[config.mk]
export PLATFORM = sky130hd
export DESIGN_NAME = hsport
export DESIGN_NICKNAME = d
export VERILOG_FILES = /design/src/rtl/hsport.sv
export SDC_FILE = /design/constraint.sdc
export NUM_CORES = 1
export LEC_CHECK = 0
export BUFFER_PORTS_ARGS = -buffer_cell sky130_fd_sc_hd__buf_2
export CAP_MARGIN = 20
export CORE_MARGIN = 3
export CORE_UTILIZATION = 45
export CTS_BUF_LIST = sky130_fd_sc_hd__clkbuf_8
export CTS_CLUSTER_DIAMETER = 120
export CTS_CLUSTER_SIZE = 10
export DETAILED_ROUTE_END_ITERATION = 12
export GPL_TIMING_DRIVEN = 0
export PLACE_DENSITY = 0.67
export SETUP_SLACK_MARGIN = 0.3
export SKIP_CTS_REPAIR_TIMING = 1
export SLEW_MARGIN = 0
export SYNTH_ARGS = -nofsm -noshare
export SYNTH_HDL_FRONTEND = slang
export SYNTH_SLANG_ARGS = --single-unit
[constraint.sdc]
create_clock -name clk -period 2.4 [get_ports clk]
set_input_delay 0.24 -clock clk [delete_from_list [all_inputs] [get_ports clk]]
set_output_delay 0.24 -clock clk [all_outputs]
set_load 0.03 [all_outputs]
[src/rtl/hsport.sv]
module hsport #(
  parameter int DW = 8
) (
  input  logic          clk,
  input  logic          rst_n,
  input  logic          cpu_wr,
  input  logic          cpu_rd,
  input  logic          cpu_ctl,
  input  logic [DW-1:0] cpu_wdata,
  output logic [DW-1:0] cpu_rdata,
  input  logic [DW-1:0] per_din,
  output logic [DW-1:0] per_dout,
  output logic [DW-1:0] per_oe,
  output logic          per_rdy,
  input  logic          per_stb_n,
  output logic          irq,
  input  logic          irq_ack,
  output logic [DW-1:0] vec
);
  localparam logic [1:0] M_OUT = 2'd0;
  localparam logic [1:0] M_IN  = 2'd1;
  localparam logic [1:0] M_BI  = 2'd2;
  localparam logic [1:0] M_BIT = 2'd3;
  localparam logic [1:0] S_IDLE = 2'd0;
  localparam logic [1:0] S_DIR  = 2'd1;
  localparam logic [1:0] S_MASK = 2'd2;

  logic [1:0]    mode, seq, stb_s;
  logic [DW-1:0] outreg, inreg, dir, mask, din_s1, din_s2, line, hit;
  logic          rdy, ie, andm, lvl, pend, armed, match, match_q, stb_q;

  wire fall = (mode != M_BIT) && stb_q && !stb_s[1];
  wire rise = (mode != M_BIT) && !stb_q && stb_s[1];
  wire dwr  = cpu_wr && !cpu_ctl;
  wire cwr  = cpu_wr && cpu_ctl;
  wire drd  = cpu_rd && !cpu_ctl;

  assign line  = (din_s2 & dir) | (outreg & ~dir);
  assign hit   = lvl ? line : ~line;
  assign match = (mode == M_BIT) && (seq == S_IDLE) &&
                 (andm ? ((&(hit | mask)) && (mask != '1)) : (|(hit & ~mask)));

  assign per_dout = outreg;
  assign per_rdy  = rdy;
  assign irq      = pend;

  always_comb begin
    case (mode)
      M_OUT:   per_oe = '1;
      M_IN:    per_oe = '0;
      M_BI:    per_oe = (rdy && !stb_s[1]) ? '1 : '0;
      default: per_oe = ~dir;
    endcase
  end

  always_comb begin
    if (cpu_ctl)             cpu_rdata = '0;
    else if (mode == M_OUT)  cpu_rdata = outreg;
    else if (mode == M_BIT)  cpu_rdata = line;
    else                     cpu_rdata = inreg;
  end

  always_ff @(posedge clk or negedge rst_n) begin
    if (!rst_n) begin
      mode    <= M_IN;
      seq     <= S_IDLE;
      stb_s   <= 2'b11;
      stb_q   <= 1'b1;
      din_s1  <= '0;
      din_s2  <= '0;
      outreg  <= '0;
      inreg   <= '0;
      dir     <= '1;
      mask    <= '1;
      vec     <= '0;
      rdy     <= 1'b0;
      ie      <= 1'b0;
      andm    <= 1'b0;
      lvl     <= 1'b0;
      pend    <= 1'b0;
      armed   <= 1'b0;
      match_q <= 1'b0;
    end else begin
      stb_s   <= {stb_s[0], per_stb_n};
      stb_q   <= stb_s[1];
      din_s1  <= per_din;
      din_s2  <= din_s1;
      match_q <= match;

      if (fall && (mode == M_BI || rdy)) begin
        armed <= 1'b1;
        if (mode == M_IN || (mode == M_BI && !rdy)) inreg <= din_s2;
        if (mode == M_IN) rdy <= 1'b0;
      end
      if (rise && armed) begin
        armed <= 1'b0;
        if (ie) pend <= 1'b1;
        if (mode != M_IN) rdy <= 1'b0;
      end
      if (match && !match_q && ie) pend <= 1'b1;

      if (dwr) begin
        outreg <= cpu_wdata;
        if (mode == M_OUT || mode == M_BI) rdy <= 1'b1;
      end
      if (drd && mode == M_IN) rdy <= 1'b1;

      if (cwr) begin
        case (seq)
          S_DIR: begin
            dir <= cpu_wdata;
            seq <= S_MASK;
          end
          S_MASK: begin
            mask <= cpu_wdata;
            seq  <= S_IDLE;
          end
          default: begin
            if (!cpu_wdata[0]) begin
              vec <= cpu_wdata;
            end else if (cpu_wdata[3:0] == 4'hF) begin
              mode  <= cpu_wdata[DW-1:DW-2];
              rdy   <= 1'b0;
              ie    <= 1'b0;
              pend  <= 1'b0;
              armed <= 1'b0;
              seq   <= (cpu_wdata[DW-1:DW-2] == M_BIT) ? S_DIR : S_IDLE;
            end else if (cpu_wdata[3:0] == 4'h7) begin
              ie   <= cpu_wdata[DW-1];
              andm <= cpu_wdata[DW-2];
              lvl  <= cpu_wdata[DW-3];
              if (!cpu_wdata[DW-1]) pend <= 1'b0;
            end else if (cpu_wdata[3:0] == 4'h3) begin
              ie <= cpu_wdata[DW-1];
              if (!cpu_wdata[DW-1]) pend <= 1'b0;
            end
          end
        endcase
      end

      if (irq_ack) pend <= 1'b0;
    end
  end
endmodule

==> out/results.txt <==
The run finished, with violations left. The checks that failed: hold timing. After the first detailed-routing iteration, the DRC count stood at 143. The post-synthesis share of cell area spent on xor and xnor gates was 0.0161; the static leakage was 0.00180 uW. The met1 wire length is 3650 um. The cell accounting for the most synthesized area is sky130_fd_sc_hd__dfrtp_1. The worst setup path is launched from a register. The top fanout value on the critical path is 8. CTS built an H-tree with a depth of 3. The fraction of layout instances using a drive strength above 1 was 0.497; the placeable core area was 6910 um^2. The first element of the critical path was mode[0]$_DFFE_PN1P_.

The path class of the tightest hold or removal check is in2async. Measured along the x axis, the die boundary spans 91.1 um. Based on the critical path, the design can be clocked at up to 0.465 GHz. The adder and majority gate portion of the synthesized area came out at 0.0115. The critical path depth works out to 7. Top flip-flop cell by instance count after synthesis: sky130_fd_sc_hd__dfrtp_1.

The routed design could run at a clock period as short as 2.15 ns. The critical path's top delay family was buffers and inverters. Clock tree root buffer cell: sky130_fd_sc_hd__clkbuf_8. The fraction of synthesis flops using an asynchronous set or reset pin was 1.00; the number of buffers inserted by port buffering was 54. The final count of pins violating max slew is 0. The run gives 0 as the number of antenna violations at the first check in global routing.

The category of the most critical setup path is reg2out. The simple-gate portion of the synthesized area works out to 0.112. Setup repair after global routing could not meet its margin everywhere.

The remaining max-slew budget at the tightest pin was 0.381. Fill cell instance count of the final layout: 586. Detailed routing placed a total of 511 um of wire on met3. The final cell count without fillers is 462.

IR analysis of the VDD net gives a maximum drop of 707 uV. Once routing completed, OpenROAD measured the worst setup slack at 0.247 ns. Ranked by instance count, the synthesized netlist is headed by sky130_fd_sc_hd__dfrtp_1 (49), sky130_fd_sc_hd__mux2_2 (43), sky130_fd_sc_hd__nand2_1 (21).

The most critical setup path has its endpoint at cpu_rdata[3]. The final period utilization was 0.897; the total DRC errors in the routed layout was 0. Setup violations remaining at the end of the flow were counted as 0. The tools report the final count of hold timing violations as 7. The worst hold slack across all endpoints was -0.0128 ns; the vertical die dimension was 91.1 um. The multiplexer fraction of the synthesized cell area came out at 0.176. The worst register-to-register path ends at irq$_DFF_PN0_.

The routed design has 8130 um of wire. For this run the aggregate overflow at the end of global routing stands at 0. The sequential cells in the finished layout cover a total of 1750 um^2. The synthesized design contains 69 register bits. The synthesized design contains 0 enable-type register cells.

The floorplan has 30 rows. The detailed-route wire length per cell is 17.6 um. The initial core utilization came out at 0.472. On the critical path, the stage with the largest delay is an instance of sky130_fd_sc_hd__dfstp_2. Summing all multi-input logic gate instances after layout gives 1610 um^2. The register-to-register setup slack is 0.39 ns, and the peak per-stage delay on the critical path is 0.56 ns. The tools report the net count of the finished layout as 387. Utilization after layout: 0.617.

TritonCTS built the clock tree. The final weighted congestion of routability-driven global placement was 0.804. The logs give 0.35 ns for the clock latency reported for the late side of the worst-skew pair and 3750 um for the met2 wirelength from detailed routing. For this run, the number of Yosys warnings is 0.

The mapped netlist covers 3260 um^2. Counting along the longest clock path gives a buffer depth of 2. The combined global-route utilization of all metal layers came out at 0.199. The clock transition time at the flip-flop clock pins of the worst setup and hold paths is 0.08 ns. The compound-cell area share of the yosys netlist was 0.118; the area growth from synthesis to layout was 30.8%.

Together, buffers and inverters on the worst path number 4. The count of boundary I/O pins was 57. Actual slew at the worst max-slew pin: 0.928 ns. The repair_antennas step left the layout with diodes totalling 0.

The pin count of the biggest net entering global routing is 70. Counting cells, the worst reg-to-reg path comes to 6. The tools report the final HPWL from detailed placement as 5460 um. The cell that appears most often on the critical path is sky130_fd_sc_hd__buf_12. The distinct cell type count of the synthesized netlist was 45; the area of the die was 8300 um^2. The logs give 4 for the detailed-routing iteration count for the pre-antenna-repair pass and 0 for the max-capacitance violation count.

Counting every sink on the clock net gives 69. Dominant combinational cell family by area after synthesis: multiplexers. In this run the mean area of a mapped cell was 11.6 um^2.

The run gives 9 as the total CTS buffers. Using the TritonRoute via totals, the vias-per-cell ratio works out to 5.54. The area share of the leading cell type in the synthesized netlist is 0.376. The antenna violation net count after detailed routing was 0; the total power density per cell area was 1320 nW/um^2. The fraction of the yosys area taken by sequential cells was 0.537; the total number of vias was 2561. Via count of the first global-routing pass: 2522. Synthesis produced 280 cells. The first global-routing pass estimated 12800 um of wire.

The detailed router used layers up to and including met4. STA classifies the critical path endpoint as a primary output. OpenSTA, run right after detailed placement, puts the worst setup slack at -0.0287 ns. The clock skew was 0.00936 ns. Yosys attributes the largest share of cell area to sky130_fd_sc_hd__dfrtp_1 (38%), sky130_fd_sc_hd__dfstp_2 (16%), sky130_fd_sc_hd__mux2_2 (15%). Yosys instantiated no cell more often than sky130_fd_sc_hd__dfrtp_1.

At the worst endpoint, the required time is 2.16 ns. The critical path goes through buf_8 -> or2_4 -> buf_12 -> buf_12 -> a21oi_4 -> a2111oi_4 -> buf_4. The number of nets in the synthesized netlist is 306. The startpoint identified for the worst register-to-register timing path is dir[7]$_DFFE_PN1P_. Data on the critical path arrives at its endpoint at 1.91 ns. Including well taps, the total number of placed cells is 430.
## worst reg2reg max path, delay by kind of cell, from the launching register on
kind / cells / cell delay (ns)
compound gates: 4 / 1.22
flops: 1 / 0.56
mux: 1 / 0.09
simple gates: 1 / 0.07
## power by group
group / total (uW) / switching [uW] / leakage (uW) / internal [uW]
sequential: 2010 / 362 / 0.000793 / 1640
clock: 854 / 476 / 0.0000856 / 377
combinational: 2780 / 1560 / 0.000922 / 1220
## cell usage in the layout, fill, tap and decap left out, types with 5 or more instances in the layout
master / instances
sky130_fd_sc_hd__nand3b_1: 6
sky130_fd_sc_hd__a2111oi_4: 5
sky130_fd_sc_hd__mux2_2: 43
sky130_fd_sc_hd__dfstp_2: 20
sky130_fd_sc_hd__nor3_1: 7
sky130_fd_sc_hd__inv_1: 9
sky130_fd_sc_hd__o21ai_0: 14
sky130_fd_sc_hd__xnor2_1: 6
sky130_fd_sc_hd__nand3_1: 5
sky130_fd_sc_hd__o22ai_1: 6
sky130_fd_sc_hd__buf_4: 15
sky130_fd_sc_hd__nor2_1: 8
sky130_fd_sc_hd__nor3_2: 5
sky130_fd_sc_hd__mux2i_1: 7
sky130_fd_sc_hd__clkbuf_8: 9
sky130_fd_sc_hd__dlygate4sd3_1: 9
sky130_fd_sc_hd__nand2_1: 20
sky130_fd_sc_hd__dfrtp_1: 48
sky130_fd_sc_hd__buf_2: 46
## state kept, by name, indices dropped and copies added, names as in the netlist, 2 cells and up
register / flops
din_s1: 8
din_s2: 8
dir: 8
inreg: 8
mask: 8
per_dout: 8
vec: 7
mode: 2
seq: 2
stb_s: 2
## area by class of cell
type	instances	share of cell area
Inverter	12	0.0117
Clock buffer	9	0.0290
Buffer	11	0.0249
Clock inverter	7	0.0120
Sequential cell	69	0.411
Multi-Input combinational cell	188	0.379
Tap cell	96	0.0282
Timing Repair Buffer	70	0.104
## per-layer routing
layer / global-route usage / up-vias
met4: 0.0892 / 0
met2: 0.289 / 83
met3: 0.0464 / 20
met5: 0 / -
li1: - / 1180
met1: 0.281 / 1278
## kinds of logic (layout without fill, tap and decap cells)
group | after synthesis | after routing
and+or+nand+nor | 72 | 72
DFF | 69 | 69
AOI/OAI and AO/OA | 54 | 54
muxes | 52 | 52
buffers and inverters | 23 | 109
xor gates and xnor gates | 6 | 6
adders and majority gates | 3 | 3
other | 1 | 1
## worst min-delay path by stage
| stage | to | start | cells after the start | slack [ns] |
|---|---|---|---|---|
| 2_1_floorplan | andm$_DFFE_PN0P_ | rst_n | 0 | -0.06 |
| 3_3_place_gp | din_s2[7]$_DFF_PN0_ | din_s1[7]$_DFF_PN0_ | 0 | 0.33 |
| 3_5_place_dp | din_s2[2]$_DFF_PN0_ | din_s1[2]$_DFF_PN0_ | 0 | 0.33 |
| 4_1_cts | stb_s[0]$_DFF_PN1_ | per_stb_n | 1 | -0.02 |
| 5_1_grt | seq[0]$_DFFE_PN0P_ | rst_n | 1 | 0.06 |
| 6_report | seq[0]$_DFFE_PN0P_ | rst_n | 1 | -0.01 |
## per-stage QoR
step	power, uW	cell area (um^2)	TNS [ns]
final	5640	4260	0
after global placement	4300	3730	0
after detailed placement	4340	3730	-0.0395
after global routing	5970	4260	0
after floorplan	3710	3340	0
after CTS	5200	3910	-5.27
(Power assumes the default switching activity.)
